**src/rtl/addop_pkg.sv**
```systemverilog
package addop_pkg;

   // operand size code as presented on out_size
   typedef enum logic [1:0] {
      SZ8  = 2'd0,
      SZ16 = 2'd1,
      SZ32 = 2'd2,
      SZ64 = 2'd3
   } opsz_e;

   // kind of immediate that follows the opcode / ModRM
   typedef enum logic [1:0] {
      IK_NONE = 2'd0,
      IK_BYTE = 2'd1,
      IK_FULL = 2'd2
   } immk_e;

   // operand arrangement of an opcode
   typedef enum logic [1:0] {
      FM_ACC = 2'd0,
      FM_GRP = 2'd1,
      FM_MR  = 2'd2,
      FM_RM  = 2'd3
   } form_e;

   typedef enum logic [1:0] {
      ST_PFX   = 2'd0,
      ST_MODRM = 2'd1,
      ST_IMM   = 2'd2,
      ST_EMIT  = 2'd3
   } dstate_e;

   typedef struct packed {
      logic  known;
      logic  has_modrm;
      form_e form;
      logic  wide;
      immk_e immk;
   } opcls_t;

   localparam logic [7:0] PFX_OSZ  = 8'h66;
   localparam logic [7:0] PFX_LOCK = 8'hF0;
   localparam logic [3:0] REX_HI   = 4'h4;

   function automatic opsz_e pick_size(input logic wide, input logic rexw,
                                       input logic osz);
      opsz_e s;
      if (!wide)     s = SZ8;
      else if (rexw) s = SZ64;
      else if (osz)  s = SZ16;
      else           s = SZ32;
      return s;
   endfunction

   function automatic int unsigned imm_bytes(input immk_e k, input opsz_e s);
      int unsigned n;
      case (k)
         IK_BYTE: n = 1;
         IK_FULL: n = (s == SZ16) ? 2 : 4;
         default: n = 0;
      endcase
      return n;
   endfunction

endpackage

```
**src/rtl/addop_opclass.sv**
```systemverilog
module addop_opclass
   import addop_pkg::*;
(
   input  logic [7:0] opc,
   output opcls_t     cls
);

   always_comb begin
      cls = '{known: 1'b0, has_modrm: 1'b0, form: FM_ACC, wide: 1'b0, immk: IK_NONE};
      case (opc)
         8'h00: cls = '{known: 1'b1, has_modrm: 1'b1, form: FM_MR,  wide: 1'b0, immk: IK_NONE};
         8'h01: cls = '{known: 1'b1, has_modrm: 1'b1, form: FM_MR,  wide: 1'b1, immk: IK_NONE};
         8'h02: cls = '{known: 1'b1, has_modrm: 1'b1, form: FM_RM,  wide: 1'b0, immk: IK_NONE};
         8'h03: cls = '{known: 1'b1, has_modrm: 1'b1, form: FM_RM,  wide: 1'b1, immk: IK_NONE};
         8'h04: cls = '{known: 1'b1, has_modrm: 1'b0, form: FM_ACC, wide: 1'b0, immk: IK_BYTE};
         8'h05: cls = '{known: 1'b1, has_modrm: 1'b0, form: FM_ACC, wide: 1'b1, immk: IK_FULL};
         8'h80: cls = '{known: 1'b1, has_modrm: 1'b1, form: FM_GRP, wide: 1'b0, immk: IK_BYTE};
         8'h81: cls = '{known: 1'b1, has_modrm: 1'b1, form: FM_GRP, wide: 1'b1, immk: IK_FULL};
         8'h83: cls = '{known: 1'b1, has_modrm: 1'b1, form: FM_GRP, wide: 1'b1, immk: IK_BYTE};
         default: ;
      endcase
   end

endmodule

```
**src/rtl/addop_immasm.sv**
```systemverilog
module addop_immasm
   import addop_pkg::*;
#(
   parameter  int XLEN      = 64,
   parameter  int IMM_BYTES = 4,
   localparam int IDXW      = $clog2(IMM_BYTES + 1)
) (
   input  logic            clk,
   input  logic            rst_n,
   input  logic            take,
   input  logic [IDXW-1:0] idx,
   input  logic [7:0]      din,
   input  logic [IDXW-1:0] len,
   input  opsz_e           size,
   output logic [XLEN-1:0] value
);

   localparam int OUT_B = XLEN / 8;

   logic [7:0] lane [IMM_BYTES];
   logic       sgn;
   int         size_b;

   // one capture register per immediate byte, little-endian order
   for (genvar g = 0; g < IMM_BYTES; g++) begin : g_lane
      always_ff @(posedge clk or negedge rst_n) begin
         if (!rst_n)                             lane[g] <= '0;
         else if (take && idx == IDXW'(g))       lane[g] <= din;
      end
   end

   always_comb begin
      sgn = 1'b0;
      for (int i = 0; i < IMM_BYTES; i++)
         if (len == IDXW'(i + 1)) sgn = lane[i][7];
   end

   assign size_b = 1 << size;

   for (genvar b = 0; b < OUT_B; b++) begin : g_out
      logic [7:0] raw;
      if (b < IMM_BYTES) begin : g_cap
         assign raw = (IDXW'(b) < len) ? lane[b] : {8{sgn}};
      end else begin : g_ext
         assign raw = {8{sgn}};
      end
      assign value[8*b +: 8] = (b < size_b) ? raw : 8'h00;
   end

endmodule

```
**src/rtl/addop_regmap.sv**
```systemverilog
module addop_regmap
   import addop_pkg::*;
(
   input  form_e      form,
   input  opsz_e      size,
   input  logic       rex_on,
   input  logic       rex_r,
   input  logic       rex_b,
   input  logic [7:0] modrm,
   output logic [3:0] dst,
   output logic       dst_hi,
   output logic       dst_mem,
   output logic [3:0] src,
   output logic       src_hi,
   output logic       src_mem,
   output logic       src_imm
);

   logic [3:0] reg_i;
   logic [3:0] rm_i;
   logic       on_mem;

   assign reg_i  = {rex_on & rex_r, modrm[5:3]};
   assign rm_i   = {rex_on & rex_b, modrm[2:0]};
   assign on_mem = (modrm[7:6] != 2'b11);

   always_comb begin
      dst     = '0;
      src     = '0;
      dst_mem = 1'b0;
      src_mem = 1'b0;
      src_imm = 1'b0;
      case (form)
         FM_ACC: src_imm = 1'b1;
         FM_GRP: begin
            dst     = rm_i;
            dst_mem = on_mem;
            src_imm = 1'b1;
         end
         FM_MR: begin
            dst     = rm_i;
            dst_mem = on_mem;
            src     = reg_i;
         end
         default: begin
            dst     = reg_i;
            src     = rm_i;
            src_mem = on_mem;
         end
      endcase
      dst_hi = (size == SZ8) && !rex_on && !dst_mem && dst[2];
      src_hi = (size == SZ8) && !rex_on && !src_mem && !src_imm && src[2];
   end

endmodule

```
**src/rtl/addop_decode.sv**
```systemverilog
module addop_decode
   import addop_pkg::*;
#(
   parameter int XLEN      = 64,
   parameter int IMM_BYTES = 4
) (
   input  logic            clk,
   input  logic            rst_n,
   input  logic            mode64,
   input  logic            in_valid,
   input  logic [7:0]      in_byte,
   output logic            in_ready,
   output logic            out_valid,
   output logic [1:0]      out_size,
   output logic [3:0]      out_dst,
   output logic            out_dst_hi,
   output logic            out_dst_mem,
   output logic [3:0]      out_src,
   output logic            out_src_hi,
   output logic            out_src_mem,
   output logic            out_src_imm,
   output logic [XLEN-1:0] out_imm,
   output logic            out_invalid
);

   localparam int IDXW = $clog2(IMM_BYTES + 1);

   if (XLEN < 64 || (XLEN % 8) != 0) begin : g_bad_xlen
      $error("addop_decode: XLEN must be a multiple of 8 and at least 64");
   end
   if (IMM_BYTES < 4) begin : g_bad_imm
      $error("addop_decode: IMM_BYTES must be at least 4");
   end

   dstate_e         st_q;
   logic            lock_q, osz_q, inv_q;
   logic            rexv_q, rexw_q, rexr_q, rexb_q;
   form_e           form_q;
   opsz_e           size_q;
   opsz_e           size_now;
   logic [IDXW-1:0] len_q, idx_q;
   logic [7:0]      modrm_q;
   opcls_t          cls_now;
   logic            take;
   logic            is_rex;

   assign in_ready = (st_q != ST_EMIT);
   assign take     = in_valid && in_ready;
   assign is_rex   = mode64 && (in_byte[7:4] == REX_HI);

   addop_opclass u_cls (
      .opc (in_byte),
      .cls (cls_now)
   );

   assign size_now = pick_size(cls_now.wide, rexv_q & rexw_q, osz_q);

   always_ff @(posedge clk or negedge rst_n) begin
      if (!rst_n) begin
         st_q    <= ST_PFX;
         lock_q  <= 1'b0;
         osz_q   <= 1'b0;
         inv_q   <= 1'b0;
         rexv_q  <= 1'b0;
         rexw_q  <= 1'b0;
         rexr_q  <= 1'b0;
         rexb_q  <= 1'b0;
         form_q  <= FM_ACC;
         size_q  <= SZ8;
         len_q   <= '0;
         idx_q   <= '0;
         modrm_q <= '0;
      end else begin
         case (st_q)
            ST_PFX: if (take) begin
               if (in_byte == PFX_OSZ) begin
                  osz_q  <= 1'b1;
                  rexv_q <= 1'b0;
               end else if (in_byte == PFX_LOCK) begin
                  lock_q <= 1'b1;
                  rexv_q <= 1'b0;
               end else if (is_rex) begin
                  rexv_q <= 1'b1;
                  rexw_q <= in_byte[3];
                  rexr_q <= in_byte[2];
                  rexb_q <= in_byte[0];
               end else begin
                  form_q <= cls_now.form;
                  size_q <= size_now;
                  len_q  <= IDXW'(imm_bytes(cls_now.immk, size_now));
                  idx_q  <= '0;
                  if (!cls_now.known) begin
                     inv_q <= 1'b1;
                     st_q  <= ST_EMIT;
                  end else if (cls_now.has_modrm) begin
                     st_q  <= ST_MODRM;
                  end else begin
                     inv_q <= lock_q;
                     st_q  <= ST_IMM;
                  end
               end
            end
            ST_MODRM: if (take) begin
               modrm_q <= in_byte;
               if (form_q == FM_GRP && in_byte[5:3] != 3'd0) begin
                  inv_q <= 1'b1;
                  st_q  <= ST_EMIT;
               end else begin
                  inv_q <= lock_q && (in_byte[7:6] == 2'b11 || form_q == FM_RM);
                  st_q  <= (len_q == '0) ? ST_EMIT : ST_IMM;
               end
            end
            ST_IMM: if (take) begin
               idx_q <= idx_q + IDXW'(1);
               if (idx_q + IDXW'(1) == len_q) st_q <= ST_EMIT;
            end
            default: begin
               lock_q <= 1'b0;
               osz_q  <= 1'b0;
               inv_q  <= 1'b0;
               rexv_q <= 1'b0;
               st_q   <= ST_PFX;
            end
         endcase
      end
   end

   addop_immasm #(
      .XLEN      (XLEN),
      .IMM_BYTES (IMM_BYTES)
   ) u_imm (
      .clk   (clk),
      .rst_n (rst_n),
      .take  (take && st_q == ST_IMM),
      .idx   (idx_q),
      .din   (in_byte),
      .len   (len_q),
      .size  (size_q),
      .value (out_imm)
   );

   addop_regmap u_map (
      .form    (form_q),
      .size    (size_q),
      .rex_on  (rexv_q),
      .rex_r   (rexr_q),
      .rex_b   (rexb_q),
      .modrm   (modrm_q),
      .dst     (out_dst),
      .dst_hi  (out_dst_hi),
      .dst_mem (out_dst_mem),
      .src     (out_src),
      .src_hi  (out_src_hi),
      .src_mem (out_src_mem),
      .src_imm (out_src_imm)
   );

   assign out_valid   = (st_q == ST_EMIT);
   assign out_size    = size_q;
   assign out_invalid = inv_q;

endmodule

```
**config.mk**
```make
export PLATFORM = sky130hd
export DESIGN_NAME = addop_decode
export DESIGN_NICKNAME = d
export VERILOG_FILES = /design/src/rtl/addop_pkg.sv /design/src/rtl/addop_opclass.sv /design/src/rtl/addop_immasm.sv /design/src/rtl/addop_regmap.sv /design/src/rtl/addop_decode.sv
export SDC_FILE = /design/constraint.sdc
export NUM_CORES = 1
export LEC_CHECK = 0
export BUFFER_PORTS_ARGS = -buffer_cell sky130_fd_sc_hd__buf_2
export CORE_UTILIZATION = 40
export CTS_CLUSTER_SIZE = 12
export DETAILED_ROUTE_END_ITERATION = 8
export GPL_TIMING_DRIVEN = 1
export SETUP_SLACK_MARGIN = 0.5
export SYNTH_ARGS = -nofsm -noshare
export SYNTH_HDL_FRONTEND = slang
export SYNTH_SLANG_ARGS = --single-unit
```
**constraint.sdc**
```tcl
create_clock -name clk -period 3.2 [get_ports clk]
set_input_delay 0.16 -clock clk [delete_from_list [all_inputs] [get_ports clk]]
set_output_delay 0.16 -clock clk [all_outputs]
set_load 0.02 [all_outputs]
```
* Word-level counts from Yosys, hierarchy flattened
Index checks and enable logic that the tools add are counted.
Operators by class: $add $sub $neg 1, order comparisons 12, eq/ne operators 42, shifts and indexed selects 1, multiplexer cells 66, bitwise gates (word level) 8, reduce and logical (&&, ||, !) cells 41
Operator list (number):
- less-than comparator 4 x 32 -> 1 bit, first input constant | 4
- two-way mux 8 bit | 12
- less-than comparator 3 x 32 -> 1 bit, first input constant | 2
- one-hot mux 7 bit (9 select lines) | 1
- equality test 8 bit, second input constant | 4
- less-than comparator 1 x 32 -> 1 bit, first input constant | 1
- less-than comparator 2 x 32 -> 1 bit, first input constant | 1
- left shift 1 x 2 -> 32 bit, first input constant | 1
- two-way mux 1 bit | 26
- two-way mux 2 bit | 12
- inequality test 2 bit, second input constant | 11
- two-way mux 3 bit | 6
- equality test 8 x 2 -> 1 bit, second input constant | 2
- equality test 8 x 3 -> 1 bit, second input constant | 2
- one-hot mux 4 bit (2 select lines) | 2
- logical AND 1 bit | 15
- AND reduction 7 bit | 2
- equality test 2 bit, second input constant | 6
- equality test 3 x 2 -> 1 bit, second input constant | 4
- one-hot mux 3 bit (2 select lines) | 2
- AND reduction 5 bit | 2
- equality test 2 x 1 -> 1 bit, second input constant | 4
- equality test 8 x 1 -> 1 bit, second input constant | 1
- equality test 8 x 7 -> 1 bit, second input constant | 1
- other kinds (27) | 47
Storage, ports and cells: register bits after elaboration 59, bits of input ports 12, word-level logic and storage cells 188

* Depth between registers and ports, before layout
depth in word-level cells 9, depth in mapped cells 7, depth with buffers taken out 7

* Hierarchy
Synthesis repeated with hierarchy kept, for this count alone.
Unflattened totals: cells, all modules 362, area total of the unflattened synthesis 3654.8 um^2
By module, submodules not included:
- addop_immasm | times used 1, cells each 176, area each 1880.6 um^2
- addop_decode | times used 1, cells each 129, area each 1402.6 um^2
- addop_regmap | times used 1, cells each 37, area each 241.5 um^2
- addop_opclass | times used 1, cells each 20, area each 130.1 um^2

* Worst setup path after synthesis
Ideal clock, no wire load.
kind register to output, start reg len_q[1], end out out_imm[33], data arrival time 1.991 ns, setup slack 1.049 ns, stages on the path, launching flop included 8, path through dfrtp_1 > buf_2 > mux2_2 > nand2_1 > a21o_1 > o31ai_1 > and3_1 > buf_4
Between the ends: word-level cells in the longest chain between the ends 6, elaborated cells between the ends (all ways) 9, classes of those cells eq/ne (4); mux (5)
Ends and longest elaborated chain:
- start, declared | line addop_decode.sv:41 | logic [IDXW-1:0] len_q, idx_q;
- start signal, assigned | line addop_decode.sv:90 | len_q <= IDXW'(imm_bytes(cls_now.immk, size_now));
- equality test 3 x 1 -> 1 bit | line addop_immasm.sv:35 | if (len == IDXW'(i + 1)) sgn = lane[i][7];
- two-way mux 1 bit (3 in series) | line addop_immasm.sv:35
- two-way mux 1 bit (*) | line addop_immasm.sv:35
- two-way mux 8 bit (*) | line addop_immasm.sv:47 | assign value[8*b +: 8] = (b < size_b) ? raw : 8'h00;
- end, declared | line addop_decode.sv:22 | output logic [XLEN-1:0] out_imm,
Mark *: on every way between the ends. The rest lies on a longest branch, timed or not.

* Worst setup path after layout
start reg len_q[1], end out out_imm[32]
Same word-level chain as after synthesis.

==> qor.yml <==
drt:
  viasPerCell: 5.32
  dr.first_iter.drc_count: 168
  wl_per_cell_um: 16.6
  vias: 2831
  dr.pass1.iters: 7
  drt_wl_total_um: 8820
  antenna_left: 0
  drcViolationCount: 13
sta:
  finalMaxSlewViolations: 0
  post-route-period-util_pct: 75.5
  rsz0062_at_grt: "false"
  worst_slew_pin_slew_ns: 0.774
  slew_headroom_pct: 48.4
  hold_viol: 0
  tns_ns: 0
  post-route-min-period_ns: 2.42
  fin_skew_ns: 0.0125
  setup-violations-final: 0
  clock.fmax_mhz: 414
  worst_slack_ns: 0.784
logic_synthesis:
  synth_largest_area_cell: "dfrtp_1"
  synth-simple-area-share_pct: 14.6
  synth_cells: 363
  yosys_warnings: 0
  synth.top_cells.by_area: "dfrtp_1 (40%), mux2_2 (13%), buf_4 (6.5%), ha_1 (4.4%), a21boi_0 (3.9%)"
  synth_top_family_by_area: "compound AO/OA/AOI/OAI gates"
  ys_ff_latch: 59
  yosysSeqAreaShare_pct: 40.0
  synth_xor_area_share_pct: 0.950
  syn_avg_cell_area_sq_um: 10.2
  synth_fp_nets: 388
  async_flop_share_pct: 100
  synth_fa_ha_area_share_pct: 4.41
  synth_edf_count: 0
  synth_compound_area_share_pct: 16.1
  synth_top_area_share_pct: 40.0
  ys_types: 53
  syn_area_sq_um: 3690
  yosys_most_used_dff: "dfrtp_1"
  synthMuxAreaShare_pct: 13.5
critical_path:
  worstSetupPathType: "flip-flop to primary output"
  cp_data_arrival_time_ns: 2.26
  crit_chain: "mux2_2 > nand2_1 > a21o_1 > o31ai_1 > and3_2 > buf_2"
  cp_top_family: "flip-flops"
  start_kind: "flip-flop"
  crit_fanout: 24
  cp_slowest_cell: "dfrtp_2"
  cp_slowest_stage_delay_ns: 0.53
  critPathBufInv: 1
  worst_setup_path_end_kind: "primary output"
  required_ns: 3.04
die:
  die_h_um: 98.0
  core_sq_um: 8810
  die_area_sq_um: 9610
  ios: 94
  floorplan.initialDensity_pct: 41.9
  fp.dieW_um: 98.0
  rows: 34
final_layout:
  ff_latch_area_sq_um: 1480
  multi_input_area_sq_um: 1830
  fill_cells: 849
  area_growth_pct: 13.5
  layout.nets: 444
  n_antenna_cell: 0
  drive_above_1_share_pct: 39.4
  layoutNonFillerInstCount: 532
  layout_commonest_cell: "buf_2"
  final_cell_mix: "buf_2 (93), dfrtp_1 (58), mux2_2 (41)"
  final_area_sq_um: 4190
  utilization_pct: 47.5
grt:
  antenna_found_initial: 0
  grt_use_met2_pct: 32.5
  busiest_layer: "met2"
  use_met1_pct: 25.5
  grt_use_total_pct: 19.4
  grt_pass1_vias: 2749
  met3_usage_pct: 2.58
  grt_pass1_wl_um: 14400
  grt.overflow.total: 0
  grt_max_degree: 33
clock_tree:
  htreeDepth: 3
  clkSinkCount: 59
  path_clk_slew_ns: 0.07
  clock_latency_ns: 0.34
  cts_tree: "yes"
  cts_buffer_depth: 2
  clock-root-buffer: "clkbuf_8"
  cts_buffers: 9
flow_run:
  cap_violations: 0
power:
  peakVddDrop_v: 0.000614
  leakage_nw: 2.07
  power.density_nw_per_um2: 694
placed_design:
  place_inst: 515
  post-dp-hpwl_um: 6280
  gp_congestion: 0.848
  port_buffers: 93
  place_area_sq_um: 3960
  pre_cts_ws_ns: 0.835
min_path:
  hp-class: "input port to flip-flop"
outcome:
  violations: "DRC"
  status: "complete, but fails checks"
final cells by class:
cell class	instances	share of cell area, %
multi-input cells	242	43.7
flip-flops and latches	59	35.3
repair buffers	96	11.7
clock buffers	12	3.95
well taps	108	3.23
clock inverters	4	1.14
inverters	11	0.987
metrics by stage:
step                total power [mW]  hold slack (ns)
finish                          2.91            0.255
global route                    3.11            0.262
CTS                             2.93            0.251
detailed placement              2.20            0.284
global placement                2.16            0.276
floorplan                       1.96           -0.136
flip-flops by register name, summed over array words and instances (netlist names):
name	flops
u_imm.lane	32
modrm_q	8
idx_q	3
len_q	3
form_q	2
out_size	2
st_q	2
lock_q	1
osz_q	1
out_invalid	1
rexb_q	1
rexr_q	1
rexv_q	1
rexw_q	1
report_power, final:
group | switching [mW] | total (mW) | leakage (nW) | internal, mW
registers | 0.189 | 1.22 | 0.762 | 1.03
clock network | 0.304 | 0.725 | 0.108 | 0.420
logic | 0.486 | 0.957 | 1.20 | 0.471
routing by layer:
metal	part of all wire [%]	wire length [um]
met3	4.8	426
met2	47	4140
met1	47	4110
met4	1.6	137
met5	0	0
cells by family (layout without fill, tap and decap cells):
logic type               after synthesis  after routing
adder cells (fa/ha/maj)               13             13
buffers and inverters                 62            123
flip-flops                            59             59
XOR/XNOR                               4              4
AND/OR/NAND/NOR                       96             96
AO/OA/AOI/OAI                         85             85
multiplexers                          44             44
path summary, 6_finish.rpt:
| path | start | to | slack [ns] | cells past startpoint |
|---|---|---|---|---|
| min in group asynchronous | rst_n | u_imm.lane[29] | 0.43 | 2 |
| max in group asynchronous | rst_n | len_q[1] | 1.88 | 3 |
| setup / recovery | len_q[1] | out_imm[32] | 0.78 | 6 |
| setup reg to reg | st_q[0] | u_imm.lane[23] | 0.81 | 6 |
| hold reg to reg | u_imm.lane[2] | u_imm.lane[2] | 0.48 | 2 |
| hold / removal | in_byte[2] | rexr_q | 0.25 | 2 |
synthesized netlist by cell type, drive strengths merged (3+ instances only):
cell type,n
a21boi,19
a21o,4
a21oi,17
a22o,8
buf,42
clkbuf,9
dfrtp,59
ha,13
inv,11
mux2,44
nand2,37
nand2b,3
nand3,5
nor2,15
nor2b,13
nor3,4
nor4,5
o21ai,15
o31ai,8
xnor2,3
timing repair:
action	CTS	global route
resized for setup	0	2
setup buffers	0	0
hold buffers	1	0
hold endpoints to repair	31	0
setup endpoints to repair	0	24
Power figures use the tool's default switching activity.
